$ cat src/rtl/wgcPkg.sv
package wgcPkg;
  typedef struct packed {
    logic load;      // commit a new way count
    logic clrTimer;  // clear residency timer
    logic timerRun;  // package awake, timer counts
  } wgcStrobe_t;

  localparam logic [3:0] HINT_FULL = 4'h2;
endpackage

$ cat src/rtl/wgcDatapath.sv
module wgcDatapath
  import wgcPkg::*;
#(
  parameter int NUM_WAYS = 8,
  parameter int TIMER_W  = 16,
  parameter int WAY_W    = $clog2(NUM_WAYS + 1)
) (
  input  logic                clk,
  input  logic                rstN,
  input  wgcStrobe_t          strobe,
  input  logic [WAY_W-1:0]    target,
  input  logic [TIMER_W-1:0]  timerLimit,
  input  logic                flushReady,
  input  logic                invReady,
  output logic [WAY_W-1:0]    wayCnt,
  output logic                timerExpired,
  output logic                reqIdle,
  output logic                flushValid,
  output logic [NUM_WAYS-1:0] flushMask,
  output logic                invValid,
  output logic [NUM_WAYS-1:0] invMask
);
  localparam logic [WAY_W-1:0] FULL = WAY_W'(NUM_WAYS);

  logic [TIMER_W-1:0]  timerVal;
  logic [NUM_WAYS-1:0] curMask, newMask;

  for (genvar i = 0; i < NUM_WAYS; i++) begin : gMask
    assign curMask[i] = (WAY_W'(i) < wayCnt);
    assign newMask[i] = (WAY_W'(i) < target);
  end

  assign timerExpired = (timerVal >= timerLimit);
  assign reqIdle      = !flushValid && !invValid;

  always_ff @(posedge clk) begin
    if (!rstN) begin
      timerVal <= '0;
    end else if (strobe.clrTimer) begin
      timerVal <= '0;
    end else if (strobe.timerRun && timerVal != '1) begin
      timerVal <= timerVal + 1'b1;
    end
  end

  always_ff @(posedge clk) begin
    if (!rstN) begin
      wayCnt     <= FULL;
      flushValid <= 1'b0;
      flushMask  <= '0;
      invValid   <= 1'b0;
      invMask    <= '0;
    end else begin
      if (flushValid && flushReady) flushValid <= 1'b0;
      if (invValid && invReady)     invValid   <= 1'b0;
      if (strobe.load) begin
        wayCnt <= target;
        if (target < wayCnt) begin
          flushValid <= 1'b1;
          flushMask  <= curMask & ~newMask;
        end else begin
          invValid <= 1'b1;
          invMask  <= newMask & ~curMask;
        end
      end
    end
  end

  a_r12_one_req: assert property (@(posedge clk) disable iff (!rstN)
    !(flushValid && invValid));
  a_r12_flush_hold: assert property (@(posedge clk) disable iff (!rstN)
    flushValid && !flushReady |=> flushValid && $stable(flushMask));
  a_r12_inv_hold: assert property (@(posedge clk) disable iff (!rstN)
    invValid && !invReady |=> invValid && $stable(invMask));
  a_r12_busy_frozen: assert property (@(posedge clk) disable iff (!rstN)
    !reqIdle |=> $stable(wayCnt));
  a_r2_flush_outside: assert property (@(posedge clk) disable iff (!rstN)
    flushValid |-> (flushMask & curMask) == '0);
  a_r7_inv_inside: assert property (@(posedge clk) disable iff (!rstN)
    invValid |-> (invMask & ~curMask) == '0);
  a_r2_cnt_range: assert property (@(posedge clk) disable iff (!rstN)
    wayCnt <= FULL);
endmodule

$ cat src/rtl/wgcControl.sv
module wgcControl
  import wgcPkg::*;
#(
  parameter int NUM_WAYS = 8,
  parameter int RATIO_W  = 8,
  parameter int WAY_W    = $clog2(NUM_WAYS + 1)
) (
  input  logic               clk,
  input  logic               rstN,
  input  logic               sleepEntry,
  input  logic [3:0]         sleepHint,
  input  logic               wakeEvent,
  input  logic               irqEvent,
  input  logic               otherCoreC4,
  input  logic               otherShallowReq,
  input  logic               deepEnable,
  input  logic               shrinkPrevent,
  input  logic [RATIO_W-1:0] busRatio,
  input  logic [RATIO_W-1:0] shrinkThresh,
  input  logic [WAY_W-1:0]   shrinkStep,
  input  logic [WAY_W-1:0]   wayCnt,
  input  logic               timerExpired,
  input  logic               reqIdle,
  output wgcStrobe_t         strobe,
  output logic [WAY_W-1:0]   target,
  output logic               expandReq,
  output logic               deepAllowed
);
  localparam logic [WAY_W-1:0] FULL     = WAY_W'(NUM_WAYS);
  localparam int               WAKE_INT = (NUM_WAYS < 2) ? NUM_WAYS : 2;
  localparam logic [WAY_W-1:0] WAKE_CNT = WAY_W'(WAKE_INT);

  logic asleep, partial, pendFull;
  logic sleepTake, wakeTake, irqTake;
  logic ratioHigh, ratioLow, shrinkOk, expandNow;

  assign sleepTake = sleepEntry && reqIdle;
  assign wakeTake  = wakeEvent && reqIdle && !sleepEntry;
  assign irqTake   = irqEvent && reqIdle && !sleepEntry && !wakeEvent;

  assign ratioHigh = (busRatio != '0) && (busRatio > shrinkThresh);
  assign ratioLow  = (busRatio == '0) || (busRatio < shrinkThresh);
  assign shrinkOk  = otherCoreC4 && deepEnable && !timerExpired && ratioLow;

  always_comb begin
    target    = wayCnt;
    expandNow = 1'b0;
    if (sleepTake) begin
      if (shrinkPrevent)      target = FULL;
      else if (ratioHigh)     expandNow = 1'b1;
      else if (shrinkOk) begin
        if (sleepHint == HINT_FULL || partial) target = '0;
        else if (wayCnt > shrinkStep)          target = wayCnt - shrinkStep;
        else                                   target = '0;
      end
    end else if (wakeTake) begin
      if (wayCnt < WAKE_CNT) target = WAKE_CNT;
    end else if (irqTake) begin
      if (pendFull) target = FULL;
    end
  end

  assign strobe.load     = (sleepTake || wakeTake || irqTake) && (target != wayCnt);
  assign strobe.clrTimer = sleepTake;
  assign strobe.timerRun = !asleep;
  assign deepAllowed     = deepEnable && !shrinkPrevent && (wayCnt == '0) && reqIdle;

  always_ff @(posedge clk) begin
    if (!rstN) begin
      asleep    <= 1'b0;
      partial   <= 1'b0;
      pendFull  <= 1'b0;
      expandReq <= 1'b0;
    end else begin
      expandReq <= expandNow;
      if (sleepTake)     asleep <= 1'b1;
      else if (wakeTake) asleep <= 1'b0;
      if (strobe.load) partial <= wakeTake;
      pendFull <= (pendFull && !irqTake) || ratioHigh || timerExpired || otherShallowReq;
    end
  end

  a_r5_expand_cause: assert property (@(posedge clk) disable iff (!rstN)
    expandReq |-> $past(sleepEntry));
  a_r12_drop_busy: assert property (@(posedge clk) disable iff (!rstN)
    !reqIdle |-> !strobe.load);
endmodule

$ cat src/rtl/wayGateCtl.sv
module wayGateCtl
  import wgcPkg::*;
#(
  parameter int NUM_WAYS = 8,
  parameter int RATIO_W  = 8,
  parameter int TIMER_W  = 16,
  parameter int WAY_W    = $clog2(NUM_WAYS + 1)
) (
  input  logic                clk,
  input  logic                rstN,
  input  logic                sleepEntry,
  input  logic [3:0]          sleepHint,
  input  logic                wakeEvent,
  input  logic                irqEvent,
  input  logic                otherCoreC4,
  input  logic                otherShallowReq,
  input  logic                deepEnable,
  input  logic                shrinkPrevent,
  input  logic [RATIO_W-1:0]  busRatio,
  input  logic [RATIO_W-1:0]  shrinkThresh,
  input  logic [WAY_W-1:0]    shrinkStep,
  input  logic [TIMER_W-1:0]  timerLimit,
  input  logic                flushReady,
  input  logic                invReady,
  output logic [WAY_W-1:0]    enabledWays,
  output logic                flushValid,
  output logic [NUM_WAYS-1:0] flushMask,
  output logic                invValid,
  output logic [NUM_WAYS-1:0] invMask,
  output logic                expandReq,
  output logic                deepAllowed
);
  wgcStrobe_t       strobe;
  logic [WAY_W-1:0] target;
  logic             timerExpired, reqIdle;

  wgcControl #(.NUM_WAYS(NUM_WAYS), .RATIO_W(RATIO_W), .WAY_W(WAY_W)) uCtl (
    .clk(clk), .rstN(rstN), .sleepEntry(sleepEntry), .sleepHint(sleepHint),
    .wakeEvent(wakeEvent), .irqEvent(irqEvent), .otherCoreC4(otherCoreC4),
    .otherShallowReq(otherShallowReq), .deepEnable(deepEnable),
    .shrinkPrevent(shrinkPrevent), .busRatio(busRatio), .shrinkThresh(shrinkThresh),
    .shrinkStep(shrinkStep), .wayCnt(enabledWays), .timerExpired(timerExpired),
    .reqIdle(reqIdle), .strobe(strobe), .target(target), .expandReq(expandReq),
    .deepAllowed(deepAllowed)
  );

  wgcDatapath #(.NUM_WAYS(NUM_WAYS), .TIMER_W(TIMER_W), .WAY_W(WAY_W)) uDp (
    .clk(clk), .rstN(rstN), .strobe(strobe), .target(target),
    .timerLimit(timerLimit), .flushReady(flushReady), .invReady(invReady),
    .wayCnt(enabledWays), .timerExpired(timerExpired), .reqIdle(reqIdle),
    .flushValid(flushValid), .flushMask(flushMask), .invValid(invValid),
    .invMask(invMask)
  );

  a_r13_deep_empty: assert property (@(posedge clk) disable iff (!rstN)
    deepAllowed |-> enabledWays == '0 && !flushValid && !invValid);
  a_r11_prevent_full: assert property (@(posedge clk) disable iff (!rstN)
    shrinkPrevent && $past(shrinkPrevent) && $past(sleepEntry) && $past(!flushValid && !invValid)
      |-> enabledWays == WAY_W'(NUM_WAYS));
endmodule

$ cat config.mk
export PLATFORM = sky130hd
export DESIGN_NAME = wayGateCtl
export DESIGN_NICKNAME = d
export VERILOG_FILES = /design/src/rtl/wgcPkg.sv /design/src/rtl/wgcDatapath.sv /design/src/rtl/wgcControl.sv /design/src/rtl/wayGateCtl.sv
export SDC_FILE = /design/constraint.sdc
export NUM_CORES = 1
export LEC_CHECK = 0
export BUFFER_PORTS_ARGS = -buffer_cell sky130_fd_sc_hd__buf_2
export CAP_MARGIN = 5
export CORE_ASPECT_RATIO = 1.5
export CORE_MARGIN = 2
export CORE_UTILIZATION = 35
export DETAILED_ROUTE_END_ITERATION = 8
export GPL_ROUTABILITY_DRIVEN = 0
export GPL_TIMING_DRIVEN = 1
export PLACE_DENSITY = 0.63
export SYNTH_ARGS = -nofsm -noshare
export SYNTH_HDL_FRONTEND = slang
export SYNTH_SLANG_ARGS = --single-unit
$ cat constraint.sdc
create_clock -name clk -period 4.4 [get_ports clk]
set_input_delay 0.88 -clock clk [delete_from_list [all_inputs] [get_ports clk]]
set_output_delay 0.88 -clock clk [all_outputs]
set_load 0.02 [all_outputs]
Word level (Yosys, flattened, before mapping)
Index checks and enable logic that the tools add are counted.
Widths: inputs -> output; s select.
{ "word_totals": {"wordCells": 105, "in_bits": 51, "regBits": 42} }
{ "classes": {"n_reduce_logical": 42, "order_cmp": 22, "n_addsub": 2, "mux": 19, "bitwise_logic": 7, "n_eq_ne": 3} }
{ "op_table": {"columns": ["cell", "count"], "rows": [
  ["$mux 4", 10],
  ["$lt 3x4->1 const A", 8],
  ["$logic_and 1x1->1", 19],
  ["$add 16x1->16 const B", 1],
  ["$and 8x8->8", 2],
  ["$ge 16x16->1", 1],
  ["$lt 1x4->1 const A", 4],
  ["$lt 2x4->1 const A", 4],
  ["$ne 16x16->1 const B", 1],
  ["$not 8->8", 2],
  ["$mux 1", 9],
  ["$gt 8x8->1", 1],
  ["$logic_not 1->1", 8],
  ["$logic_not 8->1", 1],
  ["$lt 8x8->1", 1],
  ["$reduce_bool 8->1", 1],
  ["$logic_or 1x1->1", 7],
  ["$eq 4x2->1 const B", 1],
  ["$gt 4x4->1", 1],
  ["$logic_not 4->1", 1],
  ["$lt 4x2->1 const B", 1],
  ["$lt 4x4->1", 1],
  ["$ne 4x4->1", 1],
  ["$reduce_and 2->1", 2],
  ["other kinds (5)", 7]
]} }

Depth between registers and ports, before layout
{ "logic_depth": {"depth_word": 11, "depth_mapped": 18} }

Hierarchy
A second synthesis with hierarchy kept.
{ "hier_totals": {"hier_cells": 404, "area_unflattened_um2": 3275.6} }
{ "by_module_without_submodules": {"columns": ["module", "n_inst", "seq_area_each_um2", "area_per_inst_um2", "cells_per_inst"], "rows": [
  ["wgcDatapath", 1, 760.7, 2386.0, 284],
  ["wgcControl", 1, 80.1, 889.6, 120]
]} }

Least setup slack after synthesis
OpenSTA, ideal clock, no wires.
{ "synth_path": {"kind": "input to register", "from": "input port shrinkStep[0]", "to": "register uDp.invMask[6]", "setup_slack_ns": 0.287, "path_stages": 15, "setup_time_ns": 0.075, "path_buffers": 2, "arrival_time_ns": 4.038, "path_cell_list": "ha_1 fa_1 nand3b_1 a211o_1 a311oi_1 nor4_1 a221oi_1 clkbuf_1 ha_1 nand4_1 o311ai_1 nor2_1 clkbuf_1 o2111ai_1 o22ai_1"} }
{ "synth_between": {"elab_chain_len": 10, "elab_cells_between_ends": 15} }
{ "synth_rtl": {"columns": ["element", "line", "rtl"], "rows": [
  ["start, declared", "wayGateCtl.sv:21", "input logic [WAY_W-1:0] shrinkStep,"],
  ["$sub 4x4->4 or $gt 4x4->1 (tied branches)", "wgcControl.sv:53", "else if (wayCnt > shrinkStep) target = wayCnt - shrinkStep;"],
  ["$mux 4 (*)", "wgcControl.sv:53", null],
  ["$mux 4 (*)", "wgcControl.sv:52", "if (sleepHint == HINT_FULL || partial) target = '0;"],
  ["$mux 4 (*)", "wgcControl.sv:51", "else if (shrinkOk) begin"],
  ["$mux 4 (*)", "wgcControl.sv:50", "else if (ratioHigh) expandNow = 1'b1;"],
  ["$mux 4 (*)", "wgcControl.sv:49", "if (shrinkPrevent) target = FULL;"],
  ["$mux 4 (*)", "wgcControl.sv:48", "if (sleepTake) begin"],
  ["net target[3]", "wayGateCtl.sv:34", "logic [WAY_W-1:0] target;"],
  ["$lt 4x4->1 or $ne 4x4->1 (tied branches)", "wgcDatapath.sv:58, wgcControl.sv:63", null],
  ["$not 1->1 (no source line) or $logic_and 1x1->1 (tied branches)", null, null],
  ["$reduce_and 2->1 (no source line)", null, null],
  ["end signal, assigned", "wgcDatapath.sv:63", "invMask <= newMask & ~curMask;"],
  ["end, declared", "wgcDatapath.sv:21", "output logic [NUM_WAYS-1:0] invMask"]
]} }
Mark *: on every way through the listed nets, which the timed path passes. The rest lies on a longest branch.
A chain may end at the register's enable or synchronous reset.

Worst setup path after layout
{ "layout_path": {"from": "input port shrinkStep[0]", "to": "register uDp.flushMask[3]"} }
{ "layout_between": {"elab_chain_len": 10, "elab_cells_between_ends": 15} }
{ "layout_rtl": {"columns": ["element", "line", "rtl"], "rows": [
  ["$sub 4x4->4 or $gt 4x4->1 (tied branches)", "wgcControl.sv:53", null],
  ["$mux 4 (*)", "wgcControl.sv:53", null],
  ["$mux 4 (*)", "wgcControl.sv:52", null],
  ["$mux 4 (*)", "wgcControl.sv:51", null],
  ["$mux 4 (*)", "wgcControl.sv:50", null],
  ["$mux 4 (*)", "wgcControl.sv:49", null],
  ["$mux 4 (*)", "wgcControl.sv:48", null],
  ["$lt 2x4->1 or $ne 4x4->1 (tied branches)", "wgcDatapath.sv:30, wgcControl.sv:63", null],
  ["$not 8->8 or $logic_and 1x1->1 (tied branches)", "wgcDatapath.sv:60, wgcControl.sv:63", null],
  ["$and 8x8->8 or $reduce_and 2->1 (tied branches)", null, null],
  ["end signal, assigned", "wgcDatapath.sv:60", "flushMask <= curMask & ~newMask;"],
  ["end, declared", "wgcDatapath.sv:19", "output logic [NUM_WAYS-1:0] flushMask,"]
]} }
Every way passes the cells marked *; elsewhere a longest branch is shown, timed or not.

==> flow_results.org <==
** Clock tree
- Sink count of the clock tree :: 42
- Number of buffers inserted by hold repair at cts :: 0
- The number of clock buffers added by TritonCTS is 5.
- Post-CTS Repair Setup Buffers :: 0
- Maximum count of clock buffers along a single path :: 2
- Clock latency of the later-clocked register in the worst-skew pair :: 0.28 ns
- The clock tree synthesis step divided the H-tree into 2 levels.
- Clock tree from TritonCTS :: done
- Root Buffer :: sky130_fd_sc_hd__clkbuf_16
- Post-CTS repair changed the size of 0 cells.
- Clk pin slew, worst setup/hold paths :: 0.06 ns

** Layout
- For this run, the number of standard cells in the final layout without fillers is 552.
- Proportion of layout cells with a drive suffix above 1 :: 22.4%
- The multi-input combinational cells in the finished layout cover a total of 1830 um2.
- Commonest non-fill, non-tap cell in the layout :: sky130_fd_sc_hd__buf_2
- From synthesis to final layout, the design area changed by 24.5%.
- Most frequent cells in the layout :: sky130_fd_sc_hd__buf_2 (74), sky130_fd_sc_hd__dfxtp_1 (42), sky130_fd_sc_hd__inv_1 (40)
- Nets@finish :: 532
- Fill cell total of the finished layout :: 860
- Ant diodes :: 0
- Flip-flop and latch area :: 841 um2

** Yosys
- Of the synthesized area, sequential elements account for 29.2%.
- Dominant cells by area after synthesis :: sky130_fd_sc_hd__dfxtp_1 (29%), sky130_fd_sc_hd__ha_1 (15%), sky130_fd_sc_hd__inv_1 (5.2%), sky130_fd_sc_hd__nor2_1 (4.8%), sky130_fd_sc_hd__a21oi_1 (4.2%)
- The synthesized netlist occupies a cell area of 2880 um2.
- For this run, the number of Yosys warnings is 0.
- Synthesis produced 365 cells.
- Cell variety after synth :: 53
- Top_reg_cell synth :: sky130_fd_sc_hd__dfxtp_1
- Post-synthesis area per instance :: 7.88 um2
- Number of enable flip-flop cells after synthesis :: 0
- Most area-hungry cell type in the Yosys netlist :: sky130_fd_sc_hd__dfxtp_1
- Area share of the largest cell type after synthesis :: 29.2%
- In this run, synthesis produced a sequential element count of 42.
- Mapped Nets :: 451
- In the synthesized netlist the async set-or-reset flop fraction comes to 0%.

** Timing
- The hold violation count in the final report was 0.
- For this run, the top clock speed supported by timing is 252 MHz.
- Setup violations remaining at the end of the flow were counted as 0.
- Across the routed clock network, the largest skew measured is 0.00406 ns.
- After layout, the worst path uses 90.1% of the clock period.
- The final max-slew violation count was 0.
- The smallest clock period supported by the final layout is computed as 3.97 ns.
- Setup repair after global routing left no endpoint under its margin.
- At the pin with the least slew margin, the transition time is 0.631 ns.
- Final TNS setup :: 0 ns
- In this run the tightest slew margin relative to its limit is 57.8%.

** Setup path
- Data arrives at the worst endpoint at 4.16 ns.
- Worst-path fanout max :: 5
- STA classifies the critical path endpoint as a flip-flop.
- Together, buffers and inverters on the worst path number 1.
- Among the stages of the critical path, the cell type that occurs most often is sky130_fd_sc_hd__ha_1.
- On the critical path, the stage with the largest delay is an instance of sky130_fd_sc_hd__or4_1.
- Kind of cell adding the most delay to the critical path :: compound AO/OA/AOI/OAI gates
- Crit path largest cell delay :: 0.44 ns
- Critical path, cell by cell :: buf_2 -> ha_1 -> fa_1 -> nand3b_1 -> a211o_1 -> a311oi_1 -> nor4_1 -> a221oi_1 -> ha_1 -> nand4_1 -> o311ai_1 -> nand2b_1 -> or4_1 -> a21oi_1
- STA classifies the critical path startpoint as a primary input.
- Crit path required time :: 4.60 ns
- The worst setup path is of the primary input to flip-flop kind.

** Run status
- Run status :: complete, no violations

** Pwr
- The share of total power dissipated in combinational logic is 49.5%.
- Power Dens Cells :: 505 nW/um2
- In this run switching power makes up 41.4% of total power.
- Clock Power Share :: 22.9%
- The internal portion of the total power is 1.06 mW.
- Sequential cells burn 27.6% of the power.
- In this run the power spent charging and discharging nets is 0.749 mW.
- Static leakage power :: 1.67 nW
- Across the VDD grid, the largest voltage drop is 0.269 mV.

** Routing
- DRT Pass-1 Iters :: 4
- Average wire length per cell after detail routing :: 13.3 um
- After detailed routing, the number of remaining DRC violations is 0.
- After detailed routing, the total wire length is 7.36 mm.
- Via total after detailed routing :: 2881
- Per-cell via count in the routed design :: 5.22
- In this run, the number of DRC markers left after iteration 0 of detailed routing was 81.
- The detail route stage leaves a number of antenna-violating nets equal to 0.

** GRT
- Entering global routing, the biggest net connects 24 pins.
- After global routing the overflow that remains totals 0.
- The first global-routing pass estimated 12.4 mm of wire.
- Vias in the first global route :: 2826
- The number of antenna violations at the first check in global routing is 0.
- Global routing consumed, over all layers together, 16.8% of the routing resources.

** Floorplanning
- I/O pin cnt :: 75
- Die H :: 115 um
- Area enclosed by the die boundary :: 8970 um2
- Row count :: 40
- Initial standard-cell utilization of the core :: 35.9%
- Width of the die :: 78.0 um
- After floorplanning, the core was sized to cover 8010 um2.

** Placement
- Number of cells after detailed placement :: 544
- Post-DP HPWL :: 5.97 mm
- During placement, the flow inserted port buffers numbering 74.

** Flow run
- Across the run, the number of max-cap violations was 0.

** Hold path
- Worst min-delay path class :: flip-flop to flip-flop
==> final timing paths <==
path                                                  start                       endpoint  slack, ns  cells past startpoint
worst max register to register   uDp.wayCnt[0]$_SDFFE_PN0P_  uDp.flushMask[3]$_SDFFE_PN0P_       0.44                     14
worst min register to register  uDp.invMask[2]$_SDFFE_PN0P_    uDp.invMask[2]$_SDFFE_PN0P_       0.47                      2
worst min-delay path            uDp.invMask[2]$_SDFFE_PN0P_    uDp.invMask[2]$_SDFFE_PN0P_       0.47                      2
worst max-delay path                          shrinkStep[0]  uDp.flushMask[3]$_SDFFE_PN0P_       0.43                     14
==> power by group through the flow <==
stage	logic [mW]	clock network [mW]	registers, mW
2_1_floorplan	0.537	0	0.545
3_3_place_gp	0.883	0	0.505
3_5_place_dp	0.896	0	0.508
4_1_cts	0.900	0.416	0.500
5_1_grt	0.998	0.429	0.507
6_report	0.894	0.413	0.499
==> synth_stat cells (2+ instances only) <==
| master | number |
|---|---|
| sky130_fd_sc_hd__ha_1 | 34 |
| sky130_fd_sc_hd__dfxtp_1 | 42 |
| sky130_fd_sc_hd__and4b_1 | 2 |
| sky130_fd_sc_hd__o21ai_0 | 15 |
| sky130_fd_sc_hd__o211ai_1 | 8 |
| sky130_fd_sc_hd__clkbuf_1 | 11 |
| sky130_fd_sc_hd__a211oi_1 | 6 |
| sky130_fd_sc_hd__nor4_1 | 9 |
| sky130_fd_sc_hd__a21oi_1 | 24 |
| sky130_fd_sc_hd__a32o_1 | 5 |
| sky130_fd_sc_hd__or3_1 | 5 |
| sky130_fd_sc_hd__xor2_1 | 8 |
| sky130_fd_sc_hd__nor3_1 | 9 |
| sky130_fd_sc_hd__o22ai_1 | 3 |
| sky130_fd_sc_hd__nand3b_1 | 2 |
| sky130_fd_sc_hd__mux2i_1 | 3 |
| sky130_fd_sc_hd__nand3_1 | 14 |
| sky130_fd_sc_hd__xnor2_1 | 3 |
| sky130_fd_sc_hd__nand2_1 | 26 |
| sky130_fd_sc_hd__o221ai_1 | 2 |
| sky130_fd_sc_hd__a31oi_1 | 6 |
| sky130_fd_sc_hd__nor2_1 | 37 |
| sky130_fd_sc_hd__and3_1 | 3 |
| sky130_fd_sc_hd__and2_1 | 3 |
| sky130_fd_sc_hd__inv_1 | 40 |
| sky130_fd_sc_hd__nand4_1 | 11 |
| sky130_fd_sc_hd__nor2b_1 | 5 |
| sky130_fd_sc_hd__nand2b_1 | 4 |
==> layout make-up <==
cell class / count / share of cell area, %
tap: 105 / 3.67
clock inverter: 3 / 1.12
sequential: 42 / 23.5
timing repair buffer: 86 / 12.9
inverter: 41 / 4.30
multi-input combinational: 270 / 51.1
clock buffer: 5 / 3.49
==> metrics by stage <==
stage | hold slack [ns] | power [mW] | utilization (%) | setup WS [ns] | cell area [um2]
detailed placement | 0.451 | 1.40 | 42.7 | 0.171 | 3420
global route | 0.480 | 1.93 | 44.7 | 0.184 | 3580
CTS | 0.466 | 1.82 | 44.7 | 0.450 | 3580
floorplan | 0.458 | 1.08 | - | 0.287 | 2880
global placement | 0.450 | 1.39 | 42.7 | 0.275 | 3420
finish | 0.467 | 1.81 | 44.7 | 0.434 | 3580
==> worst min-delay path, cell delays in order, from the launching register on <==
cell and delay, ns:
sky130_fd_sc_hd__dfxtp_1 0.30, sky130_fd_sc_hd__nand2_1 0.05, sky130_fd_sc_hd__o22ai_1 0.06
==> sequential cells by signal, summed over array words and instances, names as in the netlist <==
signal	flops
uDp.flushMask	8
uCtl.expandReq	1
uCtl.partial	1
uDp.timerVal	16
uDp.invValid	1
uCtl.pendFull	1
uCtl.asleep	1
uDp.invMask	8
uDp.flushValid	1
uDp.wayCnt	4
==> layer usage <==
| layer | global-route usage, % | part of all wire [%] | vias to the layer above |
|---|---|---|---|
| met5 | 0 | 0 | - |
| met4 | 3.98 | 0.57 | 0 |
| met3 | 3.38 | 4.5 | 5 |
| met2 | 33.4 | 54 | 57 |
| met1 | 17.8 | 41 | 1349 |
| li1 | - | - | 1470 |
==> cell families after synthesis <==
group / after synthesis / synth area share [%]
AO/OA/AOI/OAI: 85 / 19.7
XOR/XNOR: 11 / 3.35
adder cells (fa/ha/maj): 35 / 15.5
buffers and inverters: 53 / 7.18
flip-flops: 42 / 29.2
multiplexers: 3 / 1.04
AND/OR/NAND/NOR: 136 / 24.1
(Power assumes the default switching activity.)
